### src/rtl/strap_mode_pkg.sv
package strap_mode_pkg;

   typedef enum logic [1:0] {
      MODE_NONE    = 2'd0,
      MODE_NORMAL  = 2'd1,
      MODE_DISABLE = 2'd2,
      MODE_TEST    = 2'd3
   } strap_mode_e;

   // Test mode wins when no address strap is high; disable needs ALE low, PSEN high.
   function automatic strap_mode_e decode_straps(input logic ale,
                                                 input logic psen,
                                                 input logic any_addr_high);
      strap_mode_e m;
      if (!any_addr_high)
         m = MODE_TEST;
      else if (!ale && psen)
         m = MODE_DISABLE;
      else
         m = MODE_NORMAL;
      return m;
   endfunction

endpackage

### src/rtl/strap_sync.sv
module strap_sync #(
   parameter int          WIDTH     = 1,
   parameter int          STAGES    = 2,
   parameter logic [WIDTH-1:0] RESET_VAL = '1
) (
   input  logic             clk,
   input  logic             rst_n,
   input  logic [WIDTH-1:0] d,
   output logic [WIDTH-1:0] q
);

   if (STAGES < 2) begin : g_bad_stages
      $error("strap_sync: STAGES must be at least 2");
   end
   if (WIDTH < 1) begin : g_bad_width
      $error("strap_sync: WIDTH must be at least 1");
   end

   logic [WIDTH-1:0] chain [STAGES];

   for (genvar s = 0; s < STAGES; s++) begin : g_stage
      if (s == 0) begin : g_first
         always_ff @(posedge clk or negedge rst_n) begin
            if (!rst_n) chain[s] <= RESET_VAL;
            else        chain[s] <= d;
         end
      end else begin : g_next
         always_ff @(posedge clk or negedge rst_n) begin
            if (!rst_n) chain[s] <= RESET_VAL;
            else        chain[s] <= chain[s-1];
         end
      end
   end

   assign q = chain[STAGES-1];

endmodule

### src/rtl/strap_mode_latch.sv
module strap_mode_latch
   import strap_mode_pkg::*;
#(
   parameter int ADDR_STRAPS = 3
) (
   input  logic                   clk,
   input  logic                   rst_n,
   input  logic                   rst_level,
   input  logic                   ale,
   input  logic                   psen,
   input  logic [ADDR_STRAPS-1:0] addr,
   output logic                   rst_fall,
   output strap_mode_e            mode
);

   if (ADDR_STRAPS < 1) begin : g_bad_addr
      $error("strap_mode_latch: ADDR_STRAPS must be at least 1");
   end

   logic        rst_prev;
   strap_mode_e mode_q;

   assign rst_fall = rst_prev & ~rst_level;

   always_ff @(posedge clk or negedge rst_n) begin
      if (!rst_n) begin
         rst_prev <= 1'b1;
         mode_q   <= MODE_NONE;
      end else begin
         rst_prev <= rst_level;
         if (rst_fall && (mode_q == MODE_NONE))
            mode_q <= decode_straps(ale, psen, |addr);
      end
   end

   assign mode = mode_q;

endmodule

### src/rtl/pad_oe_gate.sv
module pad_oe_gate #(
   parameter int                N_PADS      = 8,
   parameter logic [N_PADS-1:0] EXEMPT_MASK = '0
) (
   input  logic              force_off,
   input  logic [N_PADS-1:0] core_oe,
   output logic [N_PADS-1:0] pad_oe
);

   if (N_PADS < 1) begin : g_bad_pads
      $error("pad_oe_gate: N_PADS must be at least 1");
   end

   for (genvar p = 0; p < N_PADS; p++) begin : g_pad
      if (EXEMPT_MASK[p]) begin : g_exempt
         assign pad_oe[p] = core_oe[p];
      end else begin : g_gated
         assign pad_oe[p] = core_oe[p] & ~force_off;
      end
   end

endmodule

### src/rtl/strap_mode_ctrl.sv
module strap_mode_ctrl
   import strap_mode_pkg::*;
#(
   parameter int                N_PADS      = 8,
   parameter int                ADDR_STRAPS = 3,
   parameter int                SYNC_STAGES = 2,
   parameter logic [N_PADS-1:0] EXEMPT_MASK = 8'h81
) (
   input  logic                   clk,
   input  logic                   por_n,
   input  logic                   rst_pin,
   input  logic                   ale_strap,
   input  logic                   psen_strap,
   input  logic [ADDR_STRAPS-1:0] addr_strap,
   input  logic [N_PADS-1:0]      core_oe,
   output logic [N_PADS-1:0]      pad_oe,
   output logic                   mode_decided,
   output logic                   mode_normal,
   output logic                   mode_disable,
   output logic                   mode_test
);

   localparam int SYNC_W = ADDR_STRAPS + 3;

   logic [SYNC_W-1:0] raw_vec;
   logic [SYNC_W-1:0] sync_vec;
   logic              rst_fall;
   strap_mode_e       mode;

   assign raw_vec = {rst_pin, ale_strap, psen_strap, addr_strap};

   strap_sync #(
      .WIDTH     (SYNC_W),
      .STAGES    (SYNC_STAGES),
      .RESET_VAL ({SYNC_W{1'b1}})
   ) u_sync (
      .clk   (clk),
      .rst_n (por_n),
      .d     (raw_vec),
      .q     (sync_vec)
   );

   strap_mode_latch #(
      .ADDR_STRAPS (ADDR_STRAPS)
   ) u_latch (
      .clk       (clk),
      .rst_n     (por_n),
      .rst_level (sync_vec[SYNC_W-1]),
      .ale       (sync_vec[SYNC_W-2]),
      .psen      (sync_vec[SYNC_W-3]),
      .addr      (sync_vec[ADDR_STRAPS-1:0]),
      .rst_fall  (rst_fall),
      .mode      (mode)
   );

   assign mode_decided = (mode != MODE_NONE);
   assign mode_normal  = (mode == MODE_NORMAL);
   assign mode_disable = (mode == MODE_DISABLE);
   assign mode_test    = (mode == MODE_TEST);

   pad_oe_gate #(
      .N_PADS      (N_PADS),
      .EXEMPT_MASK (EXEMPT_MASK)
   ) u_gate (
      .force_off (mode_disable),
      .core_oe   (core_oe),
      .pad_oe    (pad_oe)
   );

endmodule

### config.mk
export PLATFORM = sky130hd
export DESIGN_NAME = strap_mode_ctrl
export DESIGN_NICKNAME = d
export VERILOG_FILES = /design/src/rtl/strap_mode_pkg.sv /design/src/rtl/strap_sync.sv /design/src/rtl/strap_mode_latch.sv /design/src/rtl/pad_oe_gate.sv /design/src/rtl/strap_mode_ctrl.sv
export SDC_FILE = /design/constraint.sdc
export NUM_CORES = 1
export LEC_CHECK = 0
export BUFFER_PORTS_ARGS = -buffer_cell sky130_fd_sc_hd__buf_4
export CORE_AREA = 2 2 39 41
export CTS_CLUSTER_SIZE = 30
export DETAILED_ROUTE_END_ITERATION = 16
export DIE_AREA = 0 0 41 43
export GPL_ROUTABILITY_DRIVEN = 0
export HOLD_SLACK_MARGIN = 0.06
export PLACE_DENSITY = 0.72
export SETUP_SLACK_MARGIN = 0.2
export SYNTH_ARGS = -nofsm -noshare
export SYNTH_HDL_FRONTEND = slang
export SYNTH_SLANG_ARGS = --single-unit
### constraint.sdc
create_clock -name clk -period 1.4 [get_ports clk]
set_input_delay 0.42 -clock clk [delete_from_list [all_inputs] [get_ports clk]]
set_output_delay 0.42 -clock clk [all_outputs]
set_load 0.005 [all_outputs]
==> impl_metrics.toml, run 1 <==
[run_status]
status = "finished, violations left"
violations = "negative setup slack"

[yosys]
seq_area_frac_synth_pct = 74.52
synthesis.nets = 52
yosysWarnings = 0
synth_area_leader_cell = "dfstp_2"
syn_inst = 36
synthTopCellsByArea = "dfstp_2 (65%), dfrtp_1 (9.5%), and2_1 (8.3%)"
postSynthAreaPerCell_um2 = 14.60
synth_seq_cells = 15
synth_cell_types = 13
synth_top_area_share_pct = 65.00
synth_area_um2 = 525.5

[setup_path]
crit_path_start_kind = "register"
worstPathCellList = "nand2b_4 -> and2_4 -> buf_6"
reg2reg_depth = 5
crit_path_end_kind = "output port"
required_ns = 0.98
timing.rr.end = "u_latch.mode[1]"
rrSetupSlack_ns = 0.27
slowest_delay_ns = 0.41
r2r_start = "u_latch.mode[0]"
cp_top_family = "flip-flops"
critPathMaxFanout = 7
crit_buf_inv = 1
cp_slowest_cell = "dfrtp_1"
crit_type = "reg2out"
cp_data_arrival_time_ns = 1.11

[route]
drc = 0
first_iter_violations = 3
detail-route-antenna-nets = 0
num_vias = 360
first_pass_iters = 2
via_per_inst = 4.444
wl_um = 801
avgRoutedWirePerCell_um = 9.889

[clocking]
root_buffer = "clkbuf_4"
tritoncts = "done"
cts_sinks = 15
cts_made_buffers = 3
clockBufferDepth = 2
clkLatencyLatePin_ns = 0.27
cts.htree.levels = 1
clk_pin_slew_ns = 0.09

[sta]
fin_ws_ns = -0.1281
tns_ns = -1.006
grt_setup_unrepaired = "yes"
fmax_mhz = 654.4
finalClockSkew_ns = 0.003190
worst_pin_slew_ns = 0.2431
maxSlewHeadroom_pct = 83.67
finalSetupViolCount = 10
finalCriticalPeriod_ns = 1.528
holdWs_ns = 0.2453
slew_violations = 0
hold_violations = 0
final.period_utilization_pct = 109.2

[flow_run]
cap_viol_max_count = 0

[power]
ir_worst_vdd_mv = 0.7742
leakage_uw = 0.0003809
swShare_pct = 26.29
intPower_uw = 991.5
p_per_area_nw_per_um2 = 1636
combPwrFrac_pct = 42.6
p_seq_share_pct = 40.0
p_sw_uw = 353.6
clkPwrFrac_pct = 17.4

[hold_path]
hold_end = "u_sync.chain[9]"
hp-class = "in2reg"
hold_start = "psen_strap"
holdPathStages = 1

[floorplanning]
die_y_um = 43
core_area_um2 = 1384
dieArea_um2 = 1763
die_w_um = 41
start_util_pct = 37.97
rows = 14
io_pins = 28

[global_routing]
grt_max_degree = 16
antenna_found_initial = 0
grtUsageTotal_pct = 11.07
grt.overflow.total = 0
grt_pass1_wl_um = 1242
grt_pass1_vias = 349

[layout]
layout_common_cells = "buf_4 (19), dfstp_2 (13), buf_6 (7), and2_4 (6), clkbuf_4 (3)"
final_area_um2 = 822.0
syn_to_final_growth_pct = 56.43
layout_commonest_cell = "buf_4"
diodes = 0
drive_above_1_share_pct = 80.00
final_cells = 81
layout.nets = 82
fillCellCount = 120

[place]
detailed_place.area_um2 = 710.7
dp.cells = 74
io_buffers = 23
## state kept, by name, summed over array words and instances, names as in the netlist
name and flops:
u_latch.mode 2, u_sync.q 6, u_sync.chain 6, u_latch.rst_prev 1
## worst max-delay path by stage
stage / start / end / slack [ns] / cells after the start
2_1_floorplan: u_latch.mode[0] / pad_oe[1] / 0.20 / 2
3_3_place_gp: u_latch.mode[0] / pad_oe[1] / 0.07 / 3
3_5_place_dp: u_latch.mode[0] / pad_oe[1] / 0.05 / 3
4_1_cts: u_latch.mode[0] / pad_oe[3] / -0.13 / 3
5_1_grt: u_latch.mode[0] / pad_oe[1] / -0.18 / 3
6_report: u_latch.mode[0] / pad_oe[1] / -0.13 / 3
## cell usage after synthesis (all sizes together)
library cell,n
dfrtp,2
nand2b,2
buf,2
and2,7
or2,1
nor4b,1
dfstp,13
inv,1
o21ai,1
nor3,1
nor3b,1
nor2,2
nor2b,2
## power groups by stage
stage               Sequential (uW)  Clock [uW]  Combinational (uW)
global placement                535           0                 381
CTS                             538         244                 512
global route                    548         267                 629
floorplan                       534           0                 152
detailed placement              537           0                 386
finish                          538         234                 573
## logic make-up (layout without fill, tap and decap cells)
family,count (synthesis),count (layout),synth area share [%]
DFF,15,15,74.52
AOI/OAI and AO/OA,1,1,0.9515
and+or+nand+nor,17,17,20.95
buffers and inverters,3,32,3.570
## layer usage
layer / vias to the layer above / wire [um] / track usage (%) / part of all wire, %
met5: - / 0 / 0 / 0
met2: 24 / 407 / 18.44 / 51
met1: 165 / 268 / 10.28 / 33
li1: 169 / - / - / -
met4: 0 / 8 / 10.67 / 1.0
met3: 2 / 116 / 1.571 / 14
## repair_timing
item                                    CTS  global route
buffers inserted                          2             0
pin swaps                                 7             1
endpoints found under the setup margin   10            12
resized for setup                         9             7
hold endpoints to repair                  2             0
hold buffers                              1             0
## through the flow
stage                     utilization [%]  total power (uW)  setup WS [ns]
after global routing                59.40              1444        -0.1780
after CTS                           57.78              1294        -0.1331
after detailed placement            51.36             922.3        0.05378
after floorplan                         -             686.2         0.2008
after global placement              51.36             916.0        0.07309
final                               59.40              1345        -0.1281
## worst reg2reg max path, stage by stage, from the launching register on
cell and delay, ns:
dfrtp_1 0.41, buf_4 0.14, buf_4 0.14, nor4b_4 0.23, o21ai_1 0.10, nand2b_1 0.07
## layout make-up
cell class	count	area [um2]	area share [%]
inverter	1	3.754	0.4566
tap	16	20.02	2.435
sequential	15	392.9	47.79
timing repair buffer	27	231.5	28.16
clock inverter	1	5.005	0.6088
clock buffer	3	22.52	2.740
multi-input combinational	18	146.4	17.81
Power figures use the tool's default switching activity.
==> run 2, diff against run 1 <==
Settings changed: SKIP_LAST_GASP from default to 1.
==> impl_metrics.toml, run 2 (synthesis results as in run 1) <==
[run_status]
status = "finished, violations left"
violations = "negative setup slack"

[clocking]
clk_pin_slew_ns = 0.09
cts_sinks = 15
root_buffer = "clkbuf_4"
cts_made_buffers = 3
cts.htree.levels = 1
clkLatencyLatePin_ns = 0.27
clockBufferDepth = 2
tritoncts = "done"

[setup_path]
slowest_delay_ns = 0.41
crit_buf_inv = 1
required_ns = 0.98
crit_path_end_kind = "output port"
worstPathCellList = "nand2b_4 -> and2_4 -> buf_4"
crit_type = "reg2out"
cp_slowest_cell = "dfrtp_1"
cp_data_arrival_time_ns = 1.11
crit_path_start_kind = "register"
cp_top_family = "flip-flops"
critPathMaxFanout = 7

[floorplanning]
io_pins = 28
die_y_um = 43
die_w_um = 41
start_util_pct = 37.97
core_area_um2 = 1384
dieArea_um2 = 1763
rows = 14

[route]
via_per_inst = 4.420
avgRoutedWirePerCell_um = 9.914
wl_um = 803
detail-route-antenna-nets = 0
first_iter_violations = 3
drc = 0
num_vias = 358
first_pass_iters = 2

[sta]
grt_setup_unrepaired = "yes"
final.period_utilization_pct = 109.6
finalSetupViolCount = 10
hold_violations = 0
fmax_mhz = 651.5
worst_pin_slew_ns = 0.2431
maxSlewHeadroom_pct = 83.67
fin_ws_ns = -0.1348
slew_violations = 0
finalClockSkew_ns = 0.003190
finalCriticalPeriod_ns = 1.535

[global_routing]
antenna_found_initial = 0
grt_pass1_wl_um = 1186
grt_max_degree = 16
grt_pass1_vias = 339
grtUsageTotal_pct = 10.65
grt.overflow.total = 0

[layout]
layout_common_cells = "buf_4 (23), dfstp_2 (13), and2_4 (6), clkbuf_4 (3), buf_6 (3)"
final_cells = 81
syn_to_final_growth_pct = 53.57
drive_above_1_share_pct = 80.00
layout.nets = 82
final_core_util_pct = 58.32
fillCellCount = 121
diodes = 0
layout_commonest_cell = "buf_4"

[power]
ir_worst_vdd_mv = 0.7628
p_per_area_nw_per_um2 = 1621
leakage_uw = 0.0003766

[hold_path]
hp-class = "in2reg"

[place]
dp.cells = 74
io_buffers = 23

[flow_run]
cap_viol_max_count = 0
[run 2: repair_timing]
action | 4_1_cts | 5_1_grt
pin swaps | 7 | 1
setup endpoints to repair | 10 | 12
gates resized for setup | 8 | 4
buffers inserted | 2 | 0
hold buffers | 1 | 0
hold endpoints to repair | 2 | 0
[run 2: final timing paths]
| check | start | to | slack, ns | depth (start not counted) |
|---|---|---|---|---|
| setup / recovery | u_latch.mode[0] | pad_oe[6] | -0.13 | 3 |
| hold / removal | psen_strap | u_sync.chain[9] | 0.25 | 1 |
| setup reg to reg | u_latch.mode[0] | u_latch.mode[1] | 0.27 | 5 |
| hold reg to reg | u_sync.chain[11] | u_sync.q[5] | 0.36 | 0 |
| max in group asynchronous | por_n | u_sync.q[5] | 0.64 | 2 |
| min in group asynchronous | por_n | u_latch.mode[1] | 0.52 | 2 |
[run 2: final cells by class]
cell class	count	area (um2)	share of cell area [%]
timing repair buffer	27	216.5	26.82
multi-input combinational	18	146.4	18.14
sequential	15	392.9	48.68
clock buffer	3	22.52	2.791
inverter	1	3.754	0.4651
tap	16	20.02	2.481
clock inverter	1	5.005	0.6202
[run 2: report_power, final]
part	internal, uW	leakage (uW)	switching [uW]
registers	496	0.000160	42.4
clock network	106	0.0000177	128
logic	362	0.000199	175
total	964	0.000377	345
[run 2: routing by layer]
| metal | global-route usage (%) | share of wire (%) | vias up | wire (um) |
|---|---|---|---|---|
| li1 | - | - | 169 | - |
| met1 | 9.574 | 34 | 163 | 270 |
| met2 | 17.81 | 50 | 24 | 405 |
| met3 | 1.571 | 15 | 2 | 118 |
| met4 | 10.67 | 1.0 | 0 | 8 |
| met5 | 0 | 0 | - | 0 |
[run 2: metrics by stage]
step | worst slack [ns] | setup TNS, ns | hold slack [ns] | total power [uW] | cell area (um2)
6_report | -0.1348 | -1.047 | 0.2453 | 1308 | 807.0
5_1_grt | -0.1848 | -1.583 | 0.2201 | 1408 | 807.0
4_1_cts | -0.1331 | -1.064 | 0.2346 | 1279 | 790.8
3_5_place_dp | 0.05378 | 0 | 0.2766 | 922.3 | 710.7
3_3_place_gp | 0.07309 | 0 | 0.2746 | 916.0 | 710.7
2_1_floorplan | 0.2008 | 0 | 0.1244 | 686.2 | 525.5
